--- config.mk ---
export PLATFORM = sky130hd
export DESIGN_NAME = prot_cmd_top
export DESIGN_NICKNAME = d
export VERILOG_FILES = /design/src/rtl/prot_pkg.sv /design/src/rtl/prot_cmd_fsm.sv /design/src/rtl/prot_bit_store.sv /design/src/rtl/prot_read_mux.sv /design/src/rtl/prot_cmd_top.sv
export SDC_FILE = /design/constraint.sdc
export NUM_CORES = 1
export LEC_CHECK = 0
export BUFFER_PORTS_ARGS = -buffer_cell sky130_fd_sc_hd__buf_2
export CORE_UTILIZATION = 47
export DETAILED_ROUTE_END_ITERATION = 7
export GPL_TIMING_DRIVEN = 0
export PLACE_DENSITY_LB_ADDON = 0.25
export SETUP_SLACK_MARGIN = 0.4
export SLEW_MARGIN = 30
export SYNTH_ARGS = -nofsm -noshare
export SYNTH_HDL_FRONTEND = slang
export SYNTH_SLANG_ARGS = --single-unit
--- constraint.sdc ---
create_clock -name clk -period 1.97 [get_ports clk]
set_clock_uncertainty 0.15 [all_clocks]
set_input_delay 0 -clock clk [delete_from_list [all_inputs] [get_ports clk]]
set_output_delay 0 -clock clk [all_outputs]
set_load 0.01 [all_outputs]
--- src/rtl/prot_pkg.sv ---
package prot_pkg;
    localparam int CMD_AW = 12;
    localparam int DATA_W = 16;
    localparam int PWD_WORDS = 4;

    localparam logic [CMD_AW-1:0] ADR_HI = 12'hAAA;
    localparam logic [CMD_AW-1:0] ADR_LO = 12'h555;
    localparam logic [CMD_AW-1:0] ADR_ZERO = 12'h000;

    localparam logic [7:0] CD_UNL1 = 8'hAA;
    localparam logic [7:0] CD_UNL2 = 8'h55;
    localparam logic [7:0] CD_PROG = 8'hA0;
    localparam logic [7:0] CD_ERA1 = 8'h80;
    localparam logic [7:0] CD_ERA2 = 8'h30;
    localparam logic [7:0] CD_EXIT1 = 8'h90;
    localparam logic [7:0] CD_EXIT2 = 8'h00;
    localparam logic [7:0] CD_SET0 = 8'h00;
    localparam logic [7:0] CD_CLR1 = 8'h01;

    typedef enum logic [2:0] {
        SET_NONE  = 3'd0,
        SET_LOCK  = 3'd1,
        SET_PWD   = 3'd2,
        SET_PPB   = 3'd3,
        SET_PLOCK = 3'd4,
        SET_DYB   = 3'd5
    } set_e;

    typedef enum logic [3:0] {
        ST_READ, ST_UNL1, ST_UNL2, ST_CMD, ST_PROG,
        ST_ERA1, ST_ERA_PRG, ST_ERA_CLR, ST_EXIT1
    } st_e;

    typedef struct packed {
        logic lock_prog;
        logic pwd_prog;
        logic ppb_prog;
        logic ppb_all_set;
        logic ppb_all_clr;
        logic plock_set;
        logic dyb_set;
        logic dyb_clr;
    } act_t;
endpackage

--- src/rtl/prot_cmd_fsm.sv ---
module prot_cmd_fsm
    import prot_pkg::*;
(
    input  logic              clk,
    input  logic              rst_n,
    input  logic              wr_en,
    input  logic [CMD_AW-1:0] cmd_addr,
    input  logic [7:0]        cmd_data,
    input  logic              pers_lock,
    output st_e               state_q,
    output set_e              set_q,
    output act_t              act
);
    st_e  state_n;
    set_e set_n;
    set_e code_set;
    logic code_ok;
    logic lock_abort;

    always_comb begin
        code_ok  = 1'b1;
        code_set = SET_NONE;
        unique case (cmd_data)
            8'h40:   code_set = SET_LOCK;
            8'h60:   code_set = SET_PWD;
            8'hC0:   code_set = SET_PPB;
            8'h50:   code_set = SET_PLOCK;
            8'hE0:   code_set = SET_DYB;
            default: code_ok = 1'b0;
        endcase
    end

    assign lock_abort = !cmd_data[1] && !cmd_data[2];

    always_ff @(posedge clk) begin
        if (!rst_n) begin
            state_q <= ST_READ;
            set_q   <= SET_NONE;
        end else begin
            state_q <= state_n;
            set_q   <= set_n;
        end
    end

    always_comb begin
        state_n = state_q;
        set_n   = set_q;
        unique case (state_q)
            ST_READ: begin
                if (wr_en && cmd_addr == ADR_HI && cmd_data == CD_UNL1)
                    state_n = ST_UNL1;
            end
            ST_UNL1: begin
                if (wr_en)
                    state_n = (cmd_addr == ADR_LO && cmd_data == CD_UNL2) ? ST_UNL2 : ST_READ;
            end
            ST_UNL2: begin
                if (wr_en) begin
                    if (cmd_addr == ADR_HI && code_ok) begin
                        state_n = ST_CMD;
                        set_n   = code_set;
                    end else begin
                        state_n = ST_READ;
                    end
                end
            end
            ST_CMD: begin
                if (wr_en) begin
                    if (cmd_data == CD_PROG)
                        state_n = ST_PROG;
                    else if (cmd_data == CD_EXIT1)
                        state_n = ST_EXIT1;
                    else if (cmd_data == CD_ERA1 && set_q == SET_PPB)
                        state_n = ST_ERA1;
                end
            end
            ST_PROG: begin
                if (wr_en) begin
                    if (set_q == SET_LOCK && lock_abort) begin
                        state_n = ST_READ;
                        set_n   = SET_NONE;
                    end else begin
                        state_n = ST_CMD;
                    end
                end
            end
            ST_ERA1: begin
                if (wr_en)
                    state_n = (cmd_addr == ADR_ZERO && cmd_data == CD_ERA2 && !pers_lock)
                              ? ST_ERA_PRG : ST_CMD;
            end
            ST_ERA_PRG: state_n = ST_ERA_CLR;
            ST_ERA_CLR: state_n = ST_CMD;
            ST_EXIT1: begin
                if (wr_en) begin
                    if (cmd_data == CD_EXIT2) begin
                        state_n = ST_READ;
                        set_n   = SET_NONE;
                    end else begin
                        state_n = ST_CMD;
                    end
                end
            end
            default: begin
                state_n = ST_READ;
                set_n   = SET_NONE;
            end
        endcase
    end

    always_comb begin
        act = '0;
        unique case (state_q)
            ST_PROG: begin
                if (wr_en) begin
                    unique case (set_q)
                        SET_LOCK:  act.lock_prog = !lock_abort;
                        SET_PWD:   act.pwd_prog  = 1'b1;
                        SET_PPB:   act.ppb_prog  = (cmd_data == CD_SET0) && !pers_lock;
                        SET_PLOCK: act.plock_set = (cmd_data == CD_SET0);
                        SET_DYB: begin
                            act.dyb_set = (cmd_data == CD_SET0);
                            act.dyb_clr = (cmd_data == CD_CLR1);
                        end
                        default: act = '0;
                    endcase
                end
            end
            ST_ERA_PRG: act.ppb_all_set = 1'b1;
            ST_ERA_CLR: act.ppb_all_clr = 1'b1;
            default:    act = '0;
        endcase
    end

    // no command set is held while the unlock prefix is in progress
    assert_prefix_none_R3: assert property (@(posedge clk) disable iff (!rst_n)
        (state_q == ST_READ || state_q == ST_UNL1 || state_q == ST_UNL2) |-> set_q == SET_NONE);

    // the lock register code completes entry
    assert_entry_lock_R2: assert property (@(posedge clk) disable iff (!rst_n)
        (state_q == ST_UNL2 && wr_en && cmd_addr == ADR_HI && cmd_data == 8'h40)
        |=> (set_q == SET_LOCK && state_q == ST_CMD));

    // the second exit cycle returns to read mode
    assert_exit_read_R4: assert property (@(posedge clk) disable iff (!rst_n)
        (state_q == ST_EXIT1 && wr_en && cmd_data == CD_EXIT2)
        |=> (set_q == SET_NONE && state_q == ST_READ));

    // the set-all step is always followed by the clear-all step
    assert_erase_order_R8: assert property (@(posedge clk) disable iff (!rst_n)
        state_q == ST_ERA_PRG |=> state_q == ST_ERA_CLR);
endmodule

--- src/rtl/prot_bit_store.sv ---
module prot_bit_store
    import prot_pkg::*;
#(
    parameter int SEC_W = 3,
    localparam int NSEC = 1 << SEC_W
) (
    input  logic               clk,
    input  logic               rst_n,
    input  act_t               act,
    input  logic [SEC_W-1:0]   sector,
    input  logic [1:0]         word_sel,
    input  logic [DATA_W-1:0]  wdata,
    output logic [NSEC-1:0]    pers_q,
    output logic [NSEC-1:0]    dyn_q,
    output logic               plock_q,
    output logic [2:0]         lock_q,
    output logic [PWD_WORDS*DATA_W-1:0] pwd_flat
);
    logic [PWD_WORDS-1:0][DATA_W-1:0] pwd_q;

    for (genvar s = 0; s < NSEC; s++) begin : g_sec
        logic hit;
        assign hit = (sector == SEC_W'(s));

        always_ff @(posedge clk) begin
            if (!rst_n) begin
                pers_q[s] <= 1'b0;
                dyn_q[s]  <= 1'b0;
            end else begin
                if (act.ppb_all_set)
                    pers_q[s] <= 1'b1;
                else if (act.ppb_all_clr)
                    pers_q[s] <= 1'b0;
                else if (act.ppb_prog && hit)
                    pers_q[s] <= 1'b1;

                if (act.dyb_set && hit)
                    dyn_q[s] <= 1'b1;
                else if (act.dyb_clr && hit)
                    dyn_q[s] <= 1'b0;
            end
        end
    end

    for (genvar w = 0; w < PWD_WORDS; w++) begin : g_pwd
        always_ff @(posedge clk) begin
            if (!rst_n)
                pwd_q[w] <= '1;
            else if (act.pwd_prog && word_sel == 2'(w))
                pwd_q[w] <= pwd_q[w] & wdata;
        end
    end

    assign pwd_flat = pwd_q;

    always_ff @(posedge clk) begin
        if (!rst_n) begin
            plock_q <= 1'b0;
            lock_q  <= 3'b111;
        end else begin
            if (act.plock_set)
                plock_q <= 1'b1;
            if (act.lock_prog)
                lock_q <= lock_q & wdata[2:0];
        end
    end

    // persistent bits frozen while the persistent lock stays set
    assert_plock_freeze_R9: assert property (@(posedge clk) disable iff (!rst_n)
        (plock_q && $past(plock_q)) |-> $stable(pers_q));

    // a programmed lock register bit never returns to one
    assert_lock_otp_R10: assert property (@(posedge clk) disable iff (!rst_n)
        (lock_q & ~$past(lock_q)) == 3'b000);

    // the set-all step leaves every persistent bit protected
    assert_erase_fill_R8: assert property (@(posedge clk) disable iff (!rst_n)
        act.ppb_all_set |=> pers_q == '1);

    // set and clear are never requested together
    assert_dyb_excl_R6: assert property (@(posedge clk) disable iff (!rst_n)
        !(act.dyb_set && act.dyb_clr));
endmodule

--- src/rtl/prot_read_mux.sv ---
module prot_read_mux
    import prot_pkg::*;
#(
    parameter int SEC_W = 3,
    localparam int NSEC = 1 << SEC_W
) (
    input  logic              clk,
    input  logic              rst_n,
    input  logic              rd_en,
    input  set_e              set_q,
    input  logic [SEC_W-1:0]  sector,
    input  logic [1:0]        word_sel,
    input  logic [DATA_W-1:0] array_data,
    input  logic [NSEC-1:0]   pers_q,
    input  logic [NSEC-1:0]   dyn_q,
    input  logic              plock_q,
    input  logic [2:0]        lock_q,
    input  logic [PWD_WORDS*DATA_W-1:0] pwd_flat,
    output logic [DATA_W-1:0] rdata
);
    localparam logic [DATA_W-1:0] STAT_PROT  = 16'h0000;
    localparam logic [DATA_W-1:0] STAT_OPEN  = 16'h0001;

    logic [DATA_W-1:0] rd_val;

    always_comb begin
        unique case (set_q)
            SET_LOCK:  rd_val = {{(DATA_W-3){1'b1}}, lock_q};
            SET_PWD:   rd_val = pwd_flat[word_sel*DATA_W +: DATA_W];
            SET_PPB:   rd_val = pers_q[sector] ? STAT_PROT : STAT_OPEN;
            SET_PLOCK: rd_val = plock_q ? STAT_PROT : STAT_OPEN;
            SET_DYB:   rd_val = dyn_q[sector] ? STAT_PROT : STAT_OPEN;
            default:   rd_val = array_data;
        endcase
    end

    always_ff @(posedge clk) begin
        if (!rst_n)
            rdata <= '0;
        else if (rd_en)
            rdata <= rd_val;
    end

    // read mode passes the array word through
    assert_array_read_R5: assert property (@(posedge clk) disable iff (!rst_n)
        (rd_en && set_q == SET_NONE) |=> rdata == $past(array_data));
endmodule

--- src/rtl/prot_cmd_top.sv ---
module prot_cmd_top
    import prot_pkg::*;
#(
    parameter int SEC_W = 3,
    localparam int NSEC = 1 << SEC_W,
    localparam int ADDR_W = CMD_AW + SEC_W
) (
    input  logic              clk,
    input  logic              rst_n,
    input  logic              wr_en,
    input  logic              rd_en,
    input  logic [ADDR_W-1:0] addr,
    input  logic [15:0]       wdata,
    input  logic [15:0]       array_data,
    output logic [15:0]       rdata,
    output logic [2:0]        active_set,
    output logic [NSEC-1:0]   pers_prot,
    output logic [NSEC-1:0]   dyn_prot,
    output logic              pers_lock,
    output logic [2:0]        lock_bits,
    output logic [63:0]       pwd_flat
);
    st_e  state_q;
    set_e set_q;
    act_t act;
    logic [SEC_W-1:0] sector;

    assign sector     = addr[ADDR_W-1 -: SEC_W];
    assign active_set = set_q;

    prot_cmd_fsm u_fsm (
        .clk      (clk),
        .rst_n    (rst_n),
        .wr_en    (wr_en),
        .cmd_addr (addr[CMD_AW-1:0]),
        .cmd_data (wdata[7:0]),
        .pers_lock(pers_lock),
        .state_q  (state_q),
        .set_q    (set_q),
        .act      (act)
    );

    prot_bit_store #(.SEC_W(SEC_W)) u_store (
        .clk     (clk),
        .rst_n   (rst_n),
        .act     (act),
        .sector  (sector),
        .word_sel(addr[1:0]),
        .wdata   (wdata),
        .pers_q  (pers_prot),
        .dyn_q   (dyn_prot),
        .plock_q (pers_lock),
        .lock_q  (lock_bits),
        .pwd_flat(pwd_flat)
    );

    prot_read_mux #(.SEC_W(SEC_W)) u_rd (
        .clk       (clk),
        .rst_n     (rst_n),
        .rd_en     (rd_en),
        .set_q     (set_q),
        .sector    (sector),
        .word_sel  (addr[1:0]),
        .array_data(array_data),
        .pers_q    (pers_prot),
        .dyn_q     (dyn_prot),
        .plock_q   (pers_lock),
        .lock_q    (lock_bits),
        .pwd_flat  (pwd_flat),
        .rdata     (rdata)
    );

    // read mode while reset is held
    assert_reset_idle_R1: assert property (@(posedge clk)
        !rst_n |=> (active_set == 3'd0 && pers_prot == '0 && dyn_prot == '0));
endmodule

==> results by group <==
Final layout
  • Final nets: 855
  • Leading cell types in the layout, fill and taps excluded: 155 x buf_2, 99 x nand2_1, 95 x dfxtp_1
  • Leading cell type in the layout, fill and taps excluded: buf_2
  • Layout cells sized above 1: between 40 and 50%
  • Synth-to-layout area growth: 49.9%
  • Design area: 7590 sq um
  • ANT cells: 0

STA
  • Worst Max-Slew Pin Slew: ~950 ps
  • Fin Setup TNS: -1390 ps
  • Final Hold Viols: 1
  • Hold Slack: -74.2 ps
  • Final setup viols: 35
  • Fmax: 483 MHz
  • Fin worst setup slack: -101 ps
  • Tmin final: 2070 ps
  • Period utilization: 105%
  • Slew HR: a little over a third
  • RSZ-0062 raised after global routing: true
  • Fin. max-slew vios: 0

Floorplan
  • Die ar.: 11200 sq um
  • I/O pin count: 154
  • Initial Util: 48.8%
  • DIE HEIGHT: 106 um
  • FP Rows: 37
  • Die X: around 110 um
  • Core Box Area: 10400 sq um

Worst hold path
  • Worst Hold Launch: addr[1]
  • Hold EP: u_store.pwd_flat[19]
  • HP Class: primary input to flop
  • WHS Path Cells: 5

Logic synthesis
  • FFs w/ async S/R, synth: 0%
  • Number of synthesized register bits: roughly 110
  • Top cells by area, synth: dfxtp_1 42%, o21ai_0 11%, mux4_2 8.9%
  • Post-synthesis sequential area ratio: a little over two fifths
  • Area leader, netlist: dfxtp_1
  • Netlist cell types: between 60 and 70
  • Syn_area_per_cell: about 8.7 sq um
  • Syn Std Cell Area: approximately 5000 sq um
  • Primary FF master, synth: dfxtp_1
  • Synth Instances: 582
  • Synth warn: 0
  • Synthesized Nets: 633
  • Share of the synthesized area in the top cell type: between 40% and 50%
  • Number of flops mapped to enable cells by yosys: 0

Clocking
  • Clock root cell: clkbuf_8
  • CTS tree: done
  • CTS Buffer Depth: 2
  • Num CTS Buffers: 9
  • Clock Latency Late Sink: 390 ps
  • Clk slew on worst S/H paths: 120 ps
  • H-tree depth: 3
  • CTS sink cnt: 107
  • Hold buffer count at cts: 38

Global route
  • Number of global-route vias before repair: 5107
  • GRT Residual Overflow: 0
  • Met1 Usage GRT: between 40 and 50%
  • Initial antenna violation count: 0
  • First-pass GRT wire length: 27000 um
  • Largest net degree at the start of global routing: 22
  • M2 GR Usage: a little under half
  • Most crowded layer after global routing: met2
  • Met3 GRT Util: 5.44%
  • Total GRT Usage: 30.9%

Critical path
  • Startpoint types: flop
  • FF-to-FF path depth: 7
  • Crit path required time: 2080 ps
  • Critical Path End Type: flop
  • Worst r2r src: u_fsm.state_q[3]
  • CP Data Arrival Time: 2180 ps
  • R2r setup slk: -100 ps
  • Worst-path fanout max: 5
  • R2r endpoint: u_store.pwd_flat[43]
  • Crit Path Class: flop to flop

Routing
  • DRT iter0 DRCs: 589
  • WL/cell: 19.3 um
  • Remaining DRCs: 0
  • Pre-antenna DRT Iters: 7
  • Final WL: 18200 um
  • Vias: 5624
  • Post-route ant nets: 0
  • Vias/cell: 5.95

Placed design
  • Placed cell area: 6060 sq um
  • Port bufs: 148
  • Placed wire-length estimate: 11600 um
  • Routability cong.: ~0.95
  • Pre-CTS setup slack: -159 ps

Power
  • Worst VDD drop: ~0.4 mV
  • Static Leak: 0.00297 uW
  • Pwr Density: about 550 nW/um^2
  • Final Power: 4160 uW

Outcome
  • Status: finished with violations
  • Failing checks: hold timing, setup timing

Run
  • MaxCap Viol Count: 0
## synthesized netlist by cell type (all sizes together), types with 5 or more instances
library cell  number
inv                8
mux4              20
nand2            104
a21oi             16
a31oi             20
clkbuf            34
dfxtp            107
o21a               5
o21ai            112
nor2              35
a22o              13
nor3               7
nor4               6
nand3             11
buf               13
## area by class of cell
type,instances,area [sq um]
buffer,47,350
timing repair buffer,211,1400
multi-input combinational,420,3250
clock buffer,9,124
sequential,107,2160
inverter,8,30.0
tap,136,170
fill,725,2780
clock inverter,7,106
## power breakdown
part / leakage [uW] / switching (uW) / total [uW] / internal [uW]
sequential: 0.000873 / 9.81 / 2190 / 2180
clock: 0.000111 / 901 / 1540 / 640
combinational: 0.00199 / 256 / 431 / 175
total: 0.00297 / 1170 / 4160 / 3000
## how the worst max path moves through the flow
stage                     start                   end  slack, ps
6_report       u_fsm.state_q[3]  u_store.pwd_flat[43]       -100
5_1_grt        u_fsm.state_q[3]  u_store.pwd_flat[43]       -130
4_1_cts        u_fsm.state_q[1]  u_store.pwd_flat[33]        -20
3_5_place_dp   u_fsm.state_q[1]  u_store.pwd_flat[41]       -160
3_3_place_gp   u_fsm.state_q[1]  u_store.pwd_flat[42]       -100
2_1_floorplan  u_fsm.state_q[1]  u_store.pwd_flat[39]        180
## critical path, cell delays in order (launching register included)
cell and delay, ps:
dfxtp_4 380, nor4b_4 330, and2_4 200, and3_4 220
nand3b_1 230, buf_4 260, o21ai_1 120, nand2_1 70
## kinds of logic (layout without fill, tap and decap cells)
| kind of cell | Yosys count | after routing | synth area share [%] |
|---|---|---|---|
| AND/OR/NAND/NOR | 204 | 204 | 19.6 |
| AO/OA/AOI/OAI | 190 | 190 | 22.5 |
| flip-flops | 107 | 107 | 42.3 |
| buffers and inverters | 55 | 282 | 5.59 |
| multiplexers | 23 | 23 | 9.54 |
| XOR/XNOR | 3 | 3 | 0.519 |
## layer usage
layer | wire length, um | vias to the layer above | part of all wire [%]
met5 | 0 | - | 0
met4 | 496 | 0 | 2.7
met3 | 1700 | 48 | 9.3
met2 | 8430 | 328 | 46
met1 | 7620 | 2671 | 42
li1 | - | 2577 | -
## state kept, by name, indices dropped and copies added, names as in the netlist
register,cells
u_fsm.set_q,3
u_fsm.state_q,4
u_rd.rdata,16
u_store.dyn_q,8
u_store.lock_q,3
u_store.pers_q,8
u_store.plock_q,1
u_store.pwd_flat,64
## metrics by stage
step,std cells,utilization [%]
final,945,73.2
after global routing,945,73.2
after CTS,933,69.3
after detailed placement,866,58.4
after global placement,866,58.4
after floorplan,582,-
## what timing repair did
action,CTS,global route
endpoints found under the hold margin,88,1
pin swaps,15,19
cloned,2,2
resized for setup,132,86
buffers inserted,11,10
setup endpoints to repair,103,104
(Power assumes the default switching activity.)
